[src/rtl/snd_dec_pkg.sv]
package snd_dec_pkg;
  localparam int CPU_AW = 16;
  localparam int BYTE_W = 8;

  localparam logic [2:0]        FM_SEG    = 3'b010;
  localparam logic [7:0]        BANK_PAGE = 8'h60;
  localparam logic [CPU_AW-1:0] PSG_MASK  = 16'hFFF9;
  localparam logic [CPU_AW-1:0] PSG_MATCH = 16'h7F11;

  typedef enum logic [2:0] {
    TGT_NONE, TGT_RAM, TGT_FM, TGT_PSG, TGT_BANK, TGT_MAIN
  } tgt_e;

  typedef struct packed {
    logic              vld;
    logic              we;
    logic              hi;
    logic              last;
    logic [CPU_AW-1:0] addr;
    logic [BYTE_W-1:0] data;
  } byte_op_t;
endpackage

[src/rtl/snd_byte_seq.sv]
module snd_byte_seq
  import snd_dec_pkg::*;
(
  input  logic                clk,
  input  logic                rst_n,
  input  logic                req_valid,
  output logic                req_ready,
  input  logic                req_write,
  input  logic                req_wide,
  input  logic [CPU_AW-1:0]   req_addr,
  input  logic [2*BYTE_W-1:0] req_wdata,
  input  logic                rsp_done,
  output byte_op_t            op
);
  typedef enum logic [1:0] {S_IDLE, S_LO, S_HI} seq_e;

  seq_e                st;
  logic [CPU_AW-1:0]   a_q;
  logic [2*BYTE_W-1:0] d_q;
  logic                we_q, wide_q, pend_q;

  assign req_ready = (st == S_IDLE) && !pend_q;

  always_ff @(posedge clk) begin
    if (!rst_n) begin
      st     <= S_IDLE;
      a_q    <= '0;
      d_q    <= '0;
      we_q   <= 1'b0;
      wide_q <= 1'b0;
      pend_q <= 1'b0;
    end else begin
      if (rsp_done) pend_q <= 1'b0;
      unique case (st)
        S_IDLE: if (req_valid && req_ready) begin
          a_q    <= req_addr;
          d_q    <= req_wdata;
          we_q   <= req_write;
          wide_q <= req_wide;
          st     <= S_LO;
          if (!req_write) pend_q <= 1'b1;
        end
        S_LO:    st <= wide_q ? S_HI : S_IDLE;
        default: st <= S_IDLE;
      endcase
    end
  end

  always_comb begin
    op.vld  = (st != S_IDLE);
    op.we   = we_q;
    op.hi   = (st == S_HI);
    op.last = (st == S_HI) || ((st == S_LO) && !wide_q);
    op.addr = (st == S_HI) ? a_q + CPU_AW'(1) : a_q;
    op.data = (st == S_HI) ? d_q[2*BYTE_W-1:BYTE_W] : d_q[BYTE_W-1:0];
  end

  // the high byte targets the address after the low byte
  p_hi_next_addr_r6: assert property (@(posedge clk) disable iff (!rst_n)
    op.hi |-> (op.addr == $past(op.addr) + CPU_AW'(1)));
endmodule

[src/rtl/snd_bank_reg.sv]
module snd_bank_reg #(
  parameter int BANK_W = 9
) (
  input  logic              clk,
  input  logic              rst_n,
  input  logic              shift,
  input  logic              bit_in,
  output logic [BANK_W-1:0] bank
);
  always_ff @(posedge clk) begin
    if (!rst_n)     bank <= '0;
    else if (shift) bank <= {bit_in, bank[BANK_W-1:1]};
  end

  // the bank changes only on a bank-page write
  p_bank_stable_r4: assert property (@(posedge clk) disable iff (!rst_n)
    !shift |=> $stable(bank));
endmodule

[src/rtl/snd_addr_map.sv]
module snd_addr_map
  import snd_dec_pkg::*;
#(
  parameter int BANK_W  = 9,
  parameter int MAIN_AW = 24
) (
  input  logic [CPU_AW-1:0]  addr,
  input  logic               we,
  input  logic [BANK_W-1:0]  bank,
  output tgt_e               tgt,
  output logic [MAIN_AW-1:0] main_addr
);
  localparam int WIN_AW = MAIN_AW - BANK_W;

  assign main_addr = {bank, addr[WIN_AW-1:0]};

  always_comb begin
    if (addr[CPU_AW-1])
      tgt = TGT_MAIN;
    else if (addr[CPU_AW-1:CPU_AW-2] == 2'b00)
      tgt = TGT_RAM;
    else if (addr[CPU_AW-1:CPU_AW-3] == FM_SEG)
      tgt = TGT_FM;
    else if (we && addr[CPU_AW-1:CPU_AW-8] == BANK_PAGE)
      tgt = TGT_BANK;
    else if (we && (addr & PSG_MASK) == PSG_MATCH)
      tgt = TGT_PSG;
    else
      tgt = TGT_NONE;
  end
endmodule

[src/rtl/snd_rsp_pack.sv]
module snd_rsp_pack
  import snd_dec_pkg::*;
(
  input  logic                clk,
  input  logic                rst_n,
  input  logic                op_rd,
  input  logic                op_hi,
  input  logic                op_last,
  input  tgt_e                op_tgt,
  input  logic [BYTE_W-1:0]   ram_rdata,
  input  logic [BYTE_W-1:0]   fm_status,
  input  logic [BYTE_W-1:0]   main_rdata,
  output logic                rsp_valid,
  input  logic                rsp_ready,
  output logic [2*BYTE_W-1:0] rsp_rdata
);
  logic              tag_rd, tag_hi, tag_last;
  tgt_e              tag_tgt;
  logic [BYTE_W-1:0] sel;
  logic [BYTE_W-1:0] lane_q [2];

  always_ff @(posedge clk) begin
    if (!rst_n) begin
      tag_rd   <= 1'b0;
      tag_hi   <= 1'b0;
      tag_last <= 1'b0;
      tag_tgt  <= TGT_NONE;
    end else begin
      tag_rd   <= op_rd;
      tag_hi   <= op_hi;
      tag_last <= op_last;
      tag_tgt  <= op_tgt;
    end
  end

  always_comb begin
    unique case (tag_tgt)
      TGT_RAM:  sel = ram_rdata;
      TGT_FM:   sel = fm_status;
      TGT_MAIN: sel = main_rdata;
      default:  sel = '0;
    endcase
  end

  for (genvar g = 0; g < 2; g++) begin : g_lane
    localparam bit IS_HI = (g == 1);
    always_ff @(posedge clk) begin
      if (!rst_n)
        lane_q[g] <= '0;
      else if (tag_rd && (tag_hi == IS_HI))
        lane_q[g] <= sel;
      else if (tag_rd && !tag_hi && IS_HI)
        lane_q[g] <= '0;
    end
  end

  assign rsp_rdata = {lane_q[1], lane_q[0]};

  always_ff @(posedge clk) begin
    if (!rst_n)
      rsp_valid <= 1'b0;
    else if (tag_rd && tag_last)
      rsp_valid <= 1'b1;
    else if (rsp_ready)
      rsp_valid <= 1'b0;
  end

  // a waiting result holds still
  p_rsp_hold_r9: assert property (@(posedge clk) disable iff (!rst_n)
    (rsp_valid && !rsp_ready) |=> (rsp_valid && $stable(rsp_rdata)));
endmodule

[src/rtl/snd_addr_decoder.sv]
module snd_addr_decoder
  import snd_dec_pkg::*;
#(
  parameter int RAM_AW  = 13,
  parameter int FM_AW   = 2,
  parameter int BANK_W  = 9,
  parameter int MAIN_AW = 24
) (
  input  logic                clk,
  input  logic                rst_n,
  input  logic                req_valid,
  output logic                req_ready,
  input  logic                req_write,
  input  logic                req_wide,
  input  logic [CPU_AW-1:0]   req_addr,
  input  logic [2*BYTE_W-1:0] req_wdata,
  output logic                rsp_valid,
  input  logic                rsp_ready,
  output logic [2*BYTE_W-1:0] rsp_rdata,
  output logic                op_we,
  output logic [BYTE_W-1:0]   op_wdata,
  output logic                ram_en,
  output logic [RAM_AW-1:0]   ram_addr,
  input  logic [BYTE_W-1:0]   ram_rdata,
  output logic                fm_en,
  output logic [FM_AW-1:0]    fm_addr,
  input  logic [BYTE_W-1:0]   fm_status,
  output logic                psg_en,
  output logic                main_en,
  output logic [MAIN_AW-1:0]  main_addr,
  input  logic [BYTE_W-1:0]   main_rdata,
  output logic                anomaly
);
  byte_op_t           op;
  tgt_e               tgt;
  logic [BANK_W-1:0]  bank;
  logic [MAIN_AW-1:0] win_addr;
  logic               rsp_done;

  assign rsp_done = rsp_valid && rsp_ready;

  snd_byte_seq u_seq (
    .clk(clk), .rst_n(rst_n), .req_valid(req_valid), .req_ready(req_ready),
    .req_write(req_write), .req_wide(req_wide), .req_addr(req_addr),
    .req_wdata(req_wdata), .rsp_done(rsp_done), .op(op)
  );

  snd_addr_map #(.BANK_W(BANK_W), .MAIN_AW(MAIN_AW)) u_map (
    .addr(op.addr), .we(op.we), .bank(bank), .tgt(tgt), .main_addr(win_addr)
  );

  snd_bank_reg #(.BANK_W(BANK_W)) u_bank (
    .clk(clk), .rst_n(rst_n), .shift(op.vld && tgt == TGT_BANK),
    .bit_in(op.data[0]), .bank(bank)
  );

  snd_rsp_pack u_rsp (
    .clk(clk), .rst_n(rst_n), .op_rd(op.vld && !op.we), .op_hi(op.hi),
    .op_last(op.last), .op_tgt(tgt), .ram_rdata(ram_rdata),
    .fm_status(fm_status), .main_rdata(main_rdata), .rsp_valid(rsp_valid),
    .rsp_ready(rsp_ready), .rsp_rdata(rsp_rdata)
  );

  always_ff @(posedge clk) begin
    if (!rst_n) begin
      ram_en    <= 1'b0;
      fm_en     <= 1'b0;
      psg_en    <= 1'b0;
      main_en   <= 1'b0;
      anomaly   <= 1'b0;
      op_we     <= 1'b0;
      op_wdata  <= '0;
      ram_addr  <= '0;
      fm_addr   <= '0;
      main_addr <= '0;
    end else begin
      ram_en    <= op.vld && tgt == TGT_RAM;
      fm_en     <= op.vld && tgt == TGT_FM;
      psg_en    <= op.vld && tgt == TGT_PSG;
      main_en   <= op.vld && tgt == TGT_MAIN;
      anomaly   <= op.vld && tgt == TGT_NONE;
      op_we     <= op.vld && op.we;
      op_wdata  <= op.data;
      ram_addr  <= op.addr[RAM_AW-1:0];
      fm_addr   <= op.addr[FM_AW-1:0];
      main_addr <= win_addr;
    end
  end

  // window strobe carries the bank in force
  p_window_bank_r5: assert property (@(posedge clk) disable iff (!rst_n)
    main_en |-> (main_addr[MAIN_AW-1:MAIN_AW-BANK_W] == bank));
  // the PSG port only ever sees writes
  p_psg_write_r3: assert property (@(posedge clk) disable iff (!rst_n)
    psg_en |-> op_we);
  // at most one target or the anomaly flag per cycle
  p_one_target_r7: assert property (@(posedge clk) disable iff (!rst_n)
    $onehot0({ram_en, fm_en, psg_en, main_en, anomaly}));
  // no new request while a result waits
  p_ready_blocked_r8: assert property (@(posedge clk) disable iff (!rst_n)
    rsp_valid |-> !req_ready);
endmodule

[config.mk]
export PLATFORM = sky130hd
export DESIGN_NAME = snd_addr_decoder
export DESIGN_NICKNAME = d
export VERILOG_FILES = /design/src/rtl/snd_dec_pkg.sv /design/src/rtl/snd_byte_seq.sv /design/src/rtl/snd_bank_reg.sv /design/src/rtl/snd_addr_map.sv /design/src/rtl/snd_rsp_pack.sv /design/src/rtl/snd_addr_decoder.sv
export SDC_FILE = /design/constraint.sdc
export NUM_CORES = 1
export LEC_CHECK = 0
export ABC_AREA = 1
export BUFFER_PORTS_ARGS = -buffer_cell sky130_fd_sc_hd__buf_2
export CAP_MARGIN = 20
export CELL_PAD_IN_SITES_DETAIL_PLACEMENT = 1
export CELL_PAD_IN_SITES_GLOBAL_PLACEMENT = 1
export CORE_MARGIN = 2
export CORE_UTILIZATION = 33
export CTS_CLUSTER_SIZE = 20
export DETAILED_ROUTE_END_ITERATION = 16
export PLACE_DENSITY = 0.85
export SETUP_SLACK_MARGIN = 0.5
export SYNTH_ARGS = -nofsm -noshare
export SYNTH_HDL_FRONTEND = slang
export SYNTH_SLANG_ARGS = --single-unit
[constraint.sdc]
create_clock -name clk -period 1.7 [get_ports clk]
set_input_delay 0.34 -clock clk [delete_from_list [all_inputs] [get_ports clk]]
set_output_delay 0.34 -clock clk [all_outputs]
set_load 0.02 [all_outputs]
==> flow_summary.yaml, run 1 <==
clock_tree:
  htree_levels: 3
  cts-root-buf: "clkbuf_16"
  tritoncts_num_sinks: 107
  latest_clock_arrival_within_the_worst_skew_pair_ps: 370
  cts_buffers: 9
  worst_setup_hold_path_clk_slew_ps: 80
  cts_buffer_depth: 2
  tritoncts_clock_tree: "done"
run_status:
  violations: "setup timing"
  run_status: "finished, violations left"
worst_setup_path:
  timing.critical_path.fanout_max: 6
  worstPathArrival_ps: 2370
  worstSetupStartpoint: "u_seq.st[1]"
  slowest_cell_on_crit_path: "dfxtp_4"
  worst_setup_path_end_kind: "register"
  critical_path_start_end_classification: "reg -> reg"
  slowest_delay_ps: 390
  timing.critical_path.mode_cell: "nor2_4"
  path_cells: "inv_4 -> nor2_4 -> nand2_2 -> nor2_4 -> nand2_1 -> nand2_2 -> nand3_2 -> nor2_4 -> buf_6 -> nand4_1 -> nand2_1 -> nor2_2"
  critical-path-top-delay-family: "simple AND/OR/NAND/NOR gates"
  origin_of_the_critical_flop_to_flop_path: "u_seq.st[1]"
  timing.critical_path.from_type: "register"
  critical_path_required_ps: 1970
  timing.reg2reg.setup_slack_ps: -410
  critical_path.n_buffers_inverters: 2
die:
  io_pins: 133
  die_height_microns: 120
  design.core.area_sq_um: 13200
  die-area_sq_um: 14500
  fp-row-count: 42
  floorplan.initialDensity: 0.337
  die-width_microns: 120
timing:
  max_slew.worst_pin.slew_ps: 522
  post-route-min-period_ps: 2110
  fin_hold_ws_ps: 193
  post-route-period-util: 1.24
  rsz0062_at_grt: "true"
  finalClockSkew_ps: 11.1
  layout_setup_ws_ps: -405
  fmax_ghz: 0.475
  hold_fails_final_rpt: 0
  slew_headroom: 0.652
  final.setup.tns_ps: -6430
  timing.final.max_slew_violations: 0
  setup_violations: 42
placement:
  post-place-ws_ps: -167
  postPlaceCellArea_sq_um: 5560
  globalplace.congestion: 0.880
  port_buffers: 132
  place.detailed.hpwl_microns: 10000
pwr:
  net-switching-power_uw: 1930
  vdd_ir_drop_max_mv: 0.621
  power.density_cell_area_nw_per_um2: 854
  cellInternalPower_uw: 4480
  swShare: 0.301
  power_share_of_the_combinational_group: 0.219
  power.share.sequential: 0.439
  leakage_uw: 0.00344
  clock_power_share: 0.342
global_route:
  overflow: 0
  groute.usage.overall: 0.221
  grt_start_max_net_pins: 50
  global_route_wire_length_before_repair_microns: 24900
  antenna_found_initial: 0
  via_count_of_the_first_global_routing_pass: 4972
min_path:
  min_path_type: "in -> reg"
  timing.hold.worst.start: "rsp_ready"
layout:
  layout-drive-gt1-share: 0.583
  filler_cell_count: 1501
  fin_util: 0.567
  final_common_cell: "buf_2"
  final_net_count: 823
  final_cell_area_sq_um: 7500
  final_cell_mix: "buf_2, buf_4, dfxtp_1, nand2_1, inv_1"
  syn_to_final_growth_pct: 68.0
  num_antenna_cells: 0
run:
  timing.max_cap.violations: 0
logic_synthesis:
  postSynthNetCount: 633
  ys_ff_latch: 107
  synth_cell_types: 32
  syn_inst: 570
  synth.cell_area_sq_um: 4470
  synth_ff_type: "dfxtp_1"
  synth_warnings: 0
  synth_async_sr_flop_share: 0
  synth-seq-area-share: 0.515
  synth.avg_cell_area_sq_um: 7.84
  number_of_enable_type_register_cells_in_the_synthesized_netlist: 16
drt:
  detail_route.iter0.violations: 248
  detailroute.via_count: 4789
  post-route-drc-count: 0
  drt_pass1_iterations: 4
  final_antenna_net_count: 0
  drt-total-wl_microns: 19400
  route.detailed.vias_per_inst: 5.09
  detail_route.wl_per_cell_microns: 20.7
worst register-to-register path, stage by stage (launching register included):
cell and delay, ps:
dfxtp_4 390, inv_4 50, nor2_4 130, nand2_2 100, nor2_4 210, nand2_1 130
nand2_2 120, nand3_2 110, nor2_4 290, buf_6 170, nand4_1 130, nand2_1 120
nor2_2 50
power groups by stage:
stage,Combinational [uW],Clock (uW),Sequential (uW)
final,1400,2190,2810
after floorplan,497,0,2890
after global placement,808,0,2830
after global routing,1480,2310,2820
after detailed placement,838,0,2840
after CTS,1140,2170,2790
final cells by class:
type | count | area [sq um] | area share
Inverter | 88 | 343 | 0.0457
Tap cell | 176 | 220 | 0.0294
Clock inverter | 5 | 61.3 | 0.00817
Clock buffer | 11 | 233 | 0.0310
Multi-Input combinational cell | 339 | 2430 | 0.324
Sequential cell | 107 | 2350 | 0.314
Timing Repair Buffer | 215 | 1860 | 0.248
per-layer routing:
layer  track usage  wire, microns  share of wire  vias to the layer above
li1              -              -              -                     2165
met1         0.223           6790           0.35                     2331
met2         0.420          10500           0.54                      212
met3        0.0585           1140          0.059                       81
met4         0.105           1050          0.054                        0
met5             0              0              0                        -
logic make-up after synthesis:
family          count (synthesis)  synth area share
buf+inv                       125             0.121
xor+xnor                        7            0.0137
simple gates                  248             0.252
fa+ha+maj                       1           0.00280
flops                         107             0.515
compound gates                 82            0.0950
repair_timing:
| item | 4_1_cts | 5_1_grt |
|---|---|---|
| endpoints found under the setup margin | 119 | 149 |
| buffers inserted | 18 | 26 |
| hold buffers | 0 | 0 |
| pin swaps | 22 | 45 |
| cloned | 6 | 0 |
| gates resized for setup | 134 | 211 |
path summary, 6_finish.rpt:
check | endpoint | cells past startpoint
max | u_bank.bank[6] | 12
min | u_rsp.rsp_valid | 2
max reg2reg | u_bank.bank[6] | 12
min reg2reg | main_addr[18] | 2
cell usage after synthesis (7+ instances only):
cell type / number / area (sq um)
a21oi_1: 44 / 220
xor2_1: 7 / 61.3
nand2_1: 124 / 465
nand4_1: 13 / 81.3
nor2_4: 7 / 78.8
nand3_1: 33 / 165
clkbuf_1: 15 / 56.3
nor2_1: 55 / 206
dfxtp_1: 91 / 1820
o21ai_0: 27 / 135
inv_1: 81 / 304
buf_4: 16 / 120
edfxtp_1: 16 / 480
state kept, by name (all words and copies together), names as in the netlist:
register         count
anomaly              1
fm_en                1
main_addr           12
main_en              1
op_wdata             8
op_we                1
psg_en               1
ram_addr            12
ram_en               1
u_bank.bank          9
u_rsp.lane_q        16
u_rsp.rsp_valid      1
u_rsp.tag_hi         1
u_rsp.tag_last       1
u_rsp.tag_rd         1
u_rsp.tag_tgt        3
u_seq.a_q           16
u_seq.d_q           16
u_seq.pend_q         1
u_seq.st             2
u_seq.we_q           1
u_seq.wide_q         1
per-stage QoR:
stage / instances / total power (uW)
floorplan: 570 / 3390
global placement: 875 / 3630
detailed placement: 875 / 3670
CTS: 915 / 6100
global route: 941 / 6610
finish: 941 / 6410
No activity file was read; power rests on OpenSTA's default activity.
==> run 2, diff against run 1 <==
Settings changed: BUFFER_PORTS_ARGS -buffer_cell sky130_fd_sc_hd__buf_2 to not set, CORE_UTILIZATION 33 to 40, DONT_BUFFER_PORTS set to 1, GPL_TIMING_DRIVEN set to 1, PLACE_DENSITY 0.85 to 0.84.
==> run 2 against run 1 <==
The flow still finishes with violations (setup timing); clock power fell by 30%; critical path depth rose by 1; maximum frequency is 2.1% higher; final area fell by 13%; largest cell class is now sequential cells; via count fell by 12%; clock-buffer cell count unchanged; utilization up 3.1 points; register-to-register slack better by 40 ps; total power down 13%; final cell count decreased by 18%; wire length down 11%.
==> flow_summary.yaml, run 2 (synthesis results as in run 1) <==
run_status:
  run_status: "finished, violations left"
  violations: "setup timing"
layout:
  filler_cell_count: 1208
  largest_registers: "u_rsp.lane_q: 16 flops, u_seq.a_q: 16 flops, u_seq.d_q: 16 flops"
  final_cell_mix: "nand2_1, inv_1, nand2_2, buf_4, dfxtp_1"
  fin_util: 0.597
  layout-drive-gt1-share: 0.542
  post_layout_nonfiller_instances: 776
  final_net_count: 694
  syn_to_final_growth_pct: 45.6
  num_antenna_cells: 0
  final_common_cell: "nand2_1"
worst_setup_path:
  worstPathArrival_ps: 2390
  critical_path_cell_count: 13
  worstRegToRegCells: 13
  critical-path-top-delay-family: "simple AND/OR/NAND/NOR gates"
  critical_path_required_ps: 2020
  critical_path.n_buffers_inverters: 3
  worst_setup_path_end_kind: "register"
  timing.reg2reg.setup_slack_ps: -360
  slowest_delay_ps: 390
  worst_r2r_endpoint: "u_bank.bank[8]"
  origin_of_the_critical_flop_to_flop_path: "u_seq.a_q[0]"
  slowest_cell_on_crit_path: "dfxtp_4"
  timing.critical_path.mode_cell: "nand2_2"
  path_cells: "ha_4 -> nand3_4 -> nor2_4 -> buf_6 -> nand2_2 -> nand2_2 -> nand3_2 -> nor2_4 -> buf_12 -> nand3_4 -> nand2_2 -> inv_2 -> nor2_1"
  timing.critical_path.fanout_max: 6
  critical_path_start_end_classification: "reg -> reg"
  timing.critical_path.from_type: "register"
drt:
  post-route-drc-count: 0
  detailroute.via_count: 4204
  detail_route.wl_per_cell_microns: 22.2
  final_antenna_net_count: 0
  drt-total-wl_microns: 17300
  route.detailed.vias_per_inst: 5.42
  detail_route.iter0.violations: 185
  drt_pass1_iterations: 4
timing:
  rsz0062_at_grt: "true"
  hold_fails_final_rpt: 0
  max_slew.worst_pin.slew_ps: 316
  post-route-min-period_ps: 2060
  post-route-period-util: 1.21
  layout_setup_ws_ps: -362
  final.setup.tns_ps: -4220
  finalClockSkew_ps: 20.5
  setup_violations: 16
  slew_headroom: 0.788
  timing.final.max_slew_violations: 0
  fmax_ghz: 0.485
global_route:
  global_route_wire_length_before_repair_microns: 23400
  overflow: 0
  grt_start_max_net_pins: 55
  antenna_found_initial: 0
  via_count_of_the_first_global_routing_pass: 4531
  groute.usage.overall: 0.260
clock_tree:
  tritoncts_clock_tree: "done"
  cts_buffer_depth: 2
  latest_clock_arrival_within_the_worst_skew_pair_ps: 390
  cts-root-buf: "clkbuf_8"
  cts_buffers: 9
  htree_levels: 3
  worst_setup_hold_path_clk_slew_ps: 120
  tritoncts_num_sinks: 107
placement:
  post-place-ws_ps: -262
  place.detailed.hpwl_microns: 9160
  port_buffers: 0
  place_inst: 710
  globalplace.congestion: 0.875
die:
  io_pins: 133
  design.core.area_sq_um: 10900
  die-area_sq_um: 12000
  die-width_microns: 110
  floorplan.initialDensity: 0.410
  die_height_microns: 110
  fp-row-count: 38
min_path:
  min_path_type: "in -> reg"
  hold_depth: 2
  hold_path_end: "u_bank.bank[2]"
  timing.hold.worst.start: "rst_n"
pwr:
  power.density_cell_area_nw_per_um2: 855
  vdd_ir_drop_max_mv: 1.10
  leakage_uw: 0.00276
run:
  timing.max_cap.violations: 0
[run 2: cell count changes in the layout (fill, tap and decap cells not counted), sizes merged]
cell,before,now
inv,89,90
clkbuf,11,12
buf,214,85
bufbuf,1,0
bufinv,1,0
[run 2: worst max-delay path by stage]
stage                 start              to
3_3_place_gp   u_seq.a_q[1]  u_bank.bank[7]
3_5_place_dp   u_seq.a_q[7]  u_bank.bank[8]
4_1_cts         u_seq.st[1]  u_bank.bank[8]
2_1_floorplan   u_seq.st[1]  u_bank.bank[8]
5_1_grt         u_seq.st[1]  u_bank.bank[8]
6_report       u_seq.a_q[0]  u_bank.bank[8]
[run 2: repair_timing]
action                     CTS  global route
resized for setup          124           148
setup endpoints to repair  140           160
pin swaps                   30            42
setup buffers               27            13
gates cloned                 9             1
hold buffers                 0             0
[run 2: metrics by stage]
stage	area [sq um]	power (uW)	hold WS, ps
floorplan	4710	3390	407
global placement	4910	3500	429
detailed placement	4910	3550	422
CTS	5910	5340	34.4
global route	6500	5750	58.2
finish	6500	5560	62.1
[run 2: metal layers]
layer | up-vias | share of wire | track usage
li1 | 1894 | - | -
met1 | 2078 | 0.37 | 0.269
met2 | 178 | 0.54 | 0.493
met3 | 54 | 0.053 | 0.0569
met4 | 0 | 0.045 | 0.123
met5 | - | 0 | 0
[run 2: cell type report]
class | count | area, sq um | area share
Multi-Input combinational cell | 339 | 2370 | 0.365
Inverter | 88 | 340 | 0.0523
Tap cell | 140 | 175 | 0.0269
Timing Repair Buffer | 86 | 1030 | 0.158
Clock inverter | 5 | 35.0 | 0.00539
Clock buffer | 11 | 141 | 0.0217
Sequential cell | 107 | 2410 | 0.370
[run 2: report_power, final]
part	internal [uW]	switching, uW
registers	2700	199
clock network	584	949
logic	531	597
==> run 3, diff against run 2 <==
Settings changed: ABC_AREA 1 to not set, GPL_ROUTABILITY_DRIVEN set to 0, PLACE_DENSITY 0.84 to 0.82.
==> run 3 against run 2 <==
The flow still finishes with violations (setup timing); critical endpoint is now u_bank.bank[0]; final cell count fell by 9.8%; first-iteration DRC count fell by 21%; register-to-register slack got worse by 130 ps; largest cell class is now multi-input combinational cells; wire length fell by 9.4%; critical path depth fell by 5; maximum frequency fell by 6.1%.
==> flow_summary.yaml, run 3 <==
run_status:
  run_status: "finished, violations left"
  violations: "setup timing"
die:
  design.core.area_sq_um: 10700
  die_height_microns: 108
  io_pins: 133
  floorplan.initialDensity: 0.405
  fp-row-count: 38
  die-width_microns: 108
  die-area_sq_um: 11700
logic_synthesis:
  area_fraction_in_and_or_nand_and_nor_cells_after_synthesis: 0.225
  postSynthNetCount: 547
  synthAdderAreaFrac: 0.00288
  synth_largest_area_cell: "dfxtp_1"
  synthMostInstantiatedCell: "nand2_1"
  synth_async_sr_flop_share: 0
  area_fraction_in_compound_gates_after_synthesis: 0.115
  synth-xor-area-share: 0.0342
  ys_ff_latch: 107
  synth_ff_type: "dfxtp_1"
  synth.cell_area_sq_um: 4350
  number_of_enable_type_register_cells_in_the_synthesized_netlist: 16
  post_synth_most_frequent_cells: "nand2_1, dfxtp_1, a21oi_1"
  synth.top_cell.area_share: 0.419
  synth.area.top_cells: "dfxtp_1, edfxtp_1, nand2_1"
  synth.avg_cell_area_sq_um: 8.99
  synth_cell_types: 57
  synth-seq-area-share: 0.529
  synth_top_family_by_area: "simple AND/OR/NAND/NOR gates"
  synth_warnings: 0
  synthMuxAreaShare: 0.0230
  syn_inst: 484
global_route:
  via_count_of_the_first_global_routing_pass: 3978
  grt_start_max_net_pins: 37
  overflow: 0
  groute.usage.overall: 0.246
  global_route_wire_length_before_repair_microns: 21500
  antenna_found_initial: 0
layout:
  layout-drive-gt1-share: 0.620
  num_antenna_cells: 0
  filler_cell_count: 1110
  largest_registers: "u_rsp.lane_q: 16 flops, u_seq.a_q: 16 flops, u_seq.d_q: 16 flops"
  final_cell_mix: "buf_4, nand2_1, a21oi_2, dfxtp_1, nand2_4"
  final_common_cell: "buf_4"
  syn_to_final_growth_pct: 50.9
  final_net_count: 618
  fin_util: 0.611
worst_setup_path:
  worstPathArrival_ps: 2490
  worstSetupStartpoint: "u_seq.a_q[1]"
  worst_setup_path_end_kind: "register"
  origin_of_the_critical_flop_to_flop_path: "u_seq.a_q[1]"
  timing.critical_path.fanout_max: 3
  timing.critical_path.from_type: "register"
  critical_path_start_end_classification: "reg -> reg"
  critical_path_required_ps: 1990
min_path:
  timing.hold.worst.start: "req_addr[2]"
  min_path_type: "in -> reg"
timing:
  max_slew.worst_pin.slew_ps: 530
  fmax_ghz: 0.455
  post-route-min-period_ps: 2200
  setup_violations: 22
  timing.final.max_slew_violations: 0
  finalClockSkew_ps: 17.8
  hold_fails_final_rpt: 0
  layout_setup_ws_ps: -496
  post-route-period-util: 1.29
  slew_headroom: 0.643
  rsz0062_at_grt: "true"
clock_tree:
  cts-root-buf: "clkbuf_8"
  worst_setup_hold_path_clk_slew_ps: 110
  htree_levels: 3
  tritoncts_num_sinks: 107
  tritoncts_clock_tree: "done"
  latest_clock_arrival_within_the_worst_skew_pair_ps: 390
  hold_buffers: 0
  cts_buffers: 9
  cts_buffer_depth: 2
drt:
  route.detailed.vias_per_inst: 5.37
  drt_pass1_iterations: 4
  final_antenna_net_count: 0
  detail_route.wl_per_cell_microns: 22.3
  post-route-drc-count: 0
  drt-total-wl_microns: 15600
  detailroute.via_count: 3758
  detail_route.iter0.violations: 146
run:
  timing.max_cap.violations: 0
placement:
  post-place-ws_ps: -424
  port_buffers: 0
  place.detailed.hpwl_microns: 8870
pwr:
  power.density_cell_area_nw_per_um2: 808
  vdd_ir_drop_max_mv: 0.521
  leakage_uw: 0.00273
==> run 3: changes by cell type in the layout (fill, tap and decap cells not counted), moves of 10 or more <==
cell,previous run,this run
inv_1,61,12
nand3_2,14,2
nand3_1,16,2
a21oi_2,22,49
o21ai_2,18,0
inv_2,23,1
buf_4,44,69
nand2_1,66,56
nand2_4,12,38
a21oi_1,23,3
nand2_2,48,10
==> run 3: final timing paths <==
check / depth (start not counted) / slack, ps / to
setup reg to reg: 8 / -500 / u_bank.bank[0]
setup / recovery: 8 / -500 / u_bank.bank[0]
hold reg to reg: 2 / 460 / op_wdata[3]
hold / removal: 2 / 40 / u_seq.a_q[2]
==> run 3: area by class of cell <==
| type | instances | area (sq um) | area share |
|---|---|---|---|
| flip-flops and latches | 107 | 2420 | 0.368 |
| repair buffers | 103 | 997 | 0.152 |
| inverters | 13 | 48.8 | 0.00743 |
| multi-input cells | 321 | 2730 | 0.415 |
| well taps | 140 | 175 | 0.0267 |
| clock buffers | 10 | 149 | 0.0227 |
| clock inverters | 6 | 50.0 | 0.00762 |
==> run 3: critical path, stage by stage, from the launching register on <==
cell	delay, ps
dfxtp_4	380
ha_4	180
nand4b_4	120
nor3_4	60
or4_1	410
a221o_1	360
nor3_2	110
buf_4	170
mux2_4	300
==> run 3: kinds of logic after synthesis <==
logic type               count (synthesis)
AND/OR/NAND/NOR                        209
buffers and inverters                   57
flip-flops                             107
adder cells (fa/ha/maj)                  1
AO/OA/AOI/OAI                           84
XOR/XNOR                                17
multiplexers                             9
==> run 3: metal layers <==
| metal | vias to the layer above | track usage | share of wire |
|---|---|---|---|
| met4 | 0 | 0.104 | 0.034 |
| met5 | - | 0 | 0 |
| met2 | 120 | 0.468 | 0.53 |
| met1 | 1858 | 0.259 | 0.39 |
| met3 | 33 | 0.0567 | 0.046 |
| li1 | 1747 | - | - |
==> run 3: power by group <==
part	switching (uW)	internal, uW
clock	968	647
sequential	172	2660
combinational	451	399
total	1590	3710
==> run 3: through the flow <==
step                      instances  power [uW]  area (sq um)  hold slack, ps  setup TNS (ps)
after floorplan                 484        3190          4480             421           -2840
after global placement          644        3330          4890             441           -4370
after detailed placement        644        3360          4890             449           -5160
after CTS                       679        5100          6010            39.4           -5080
after global routing            700        5490          6570            31.2           -8460
final                           700        5300          6570            44.8           -7220
==> run 3: timing repair <==
action,in CTS,in global routing
pin swaps,34,29
setup endpoints to repair,150,155
endpoints found under the hold margin,0,0
setup buffers,18,17
cloned,1,4
resized for setup,214,92
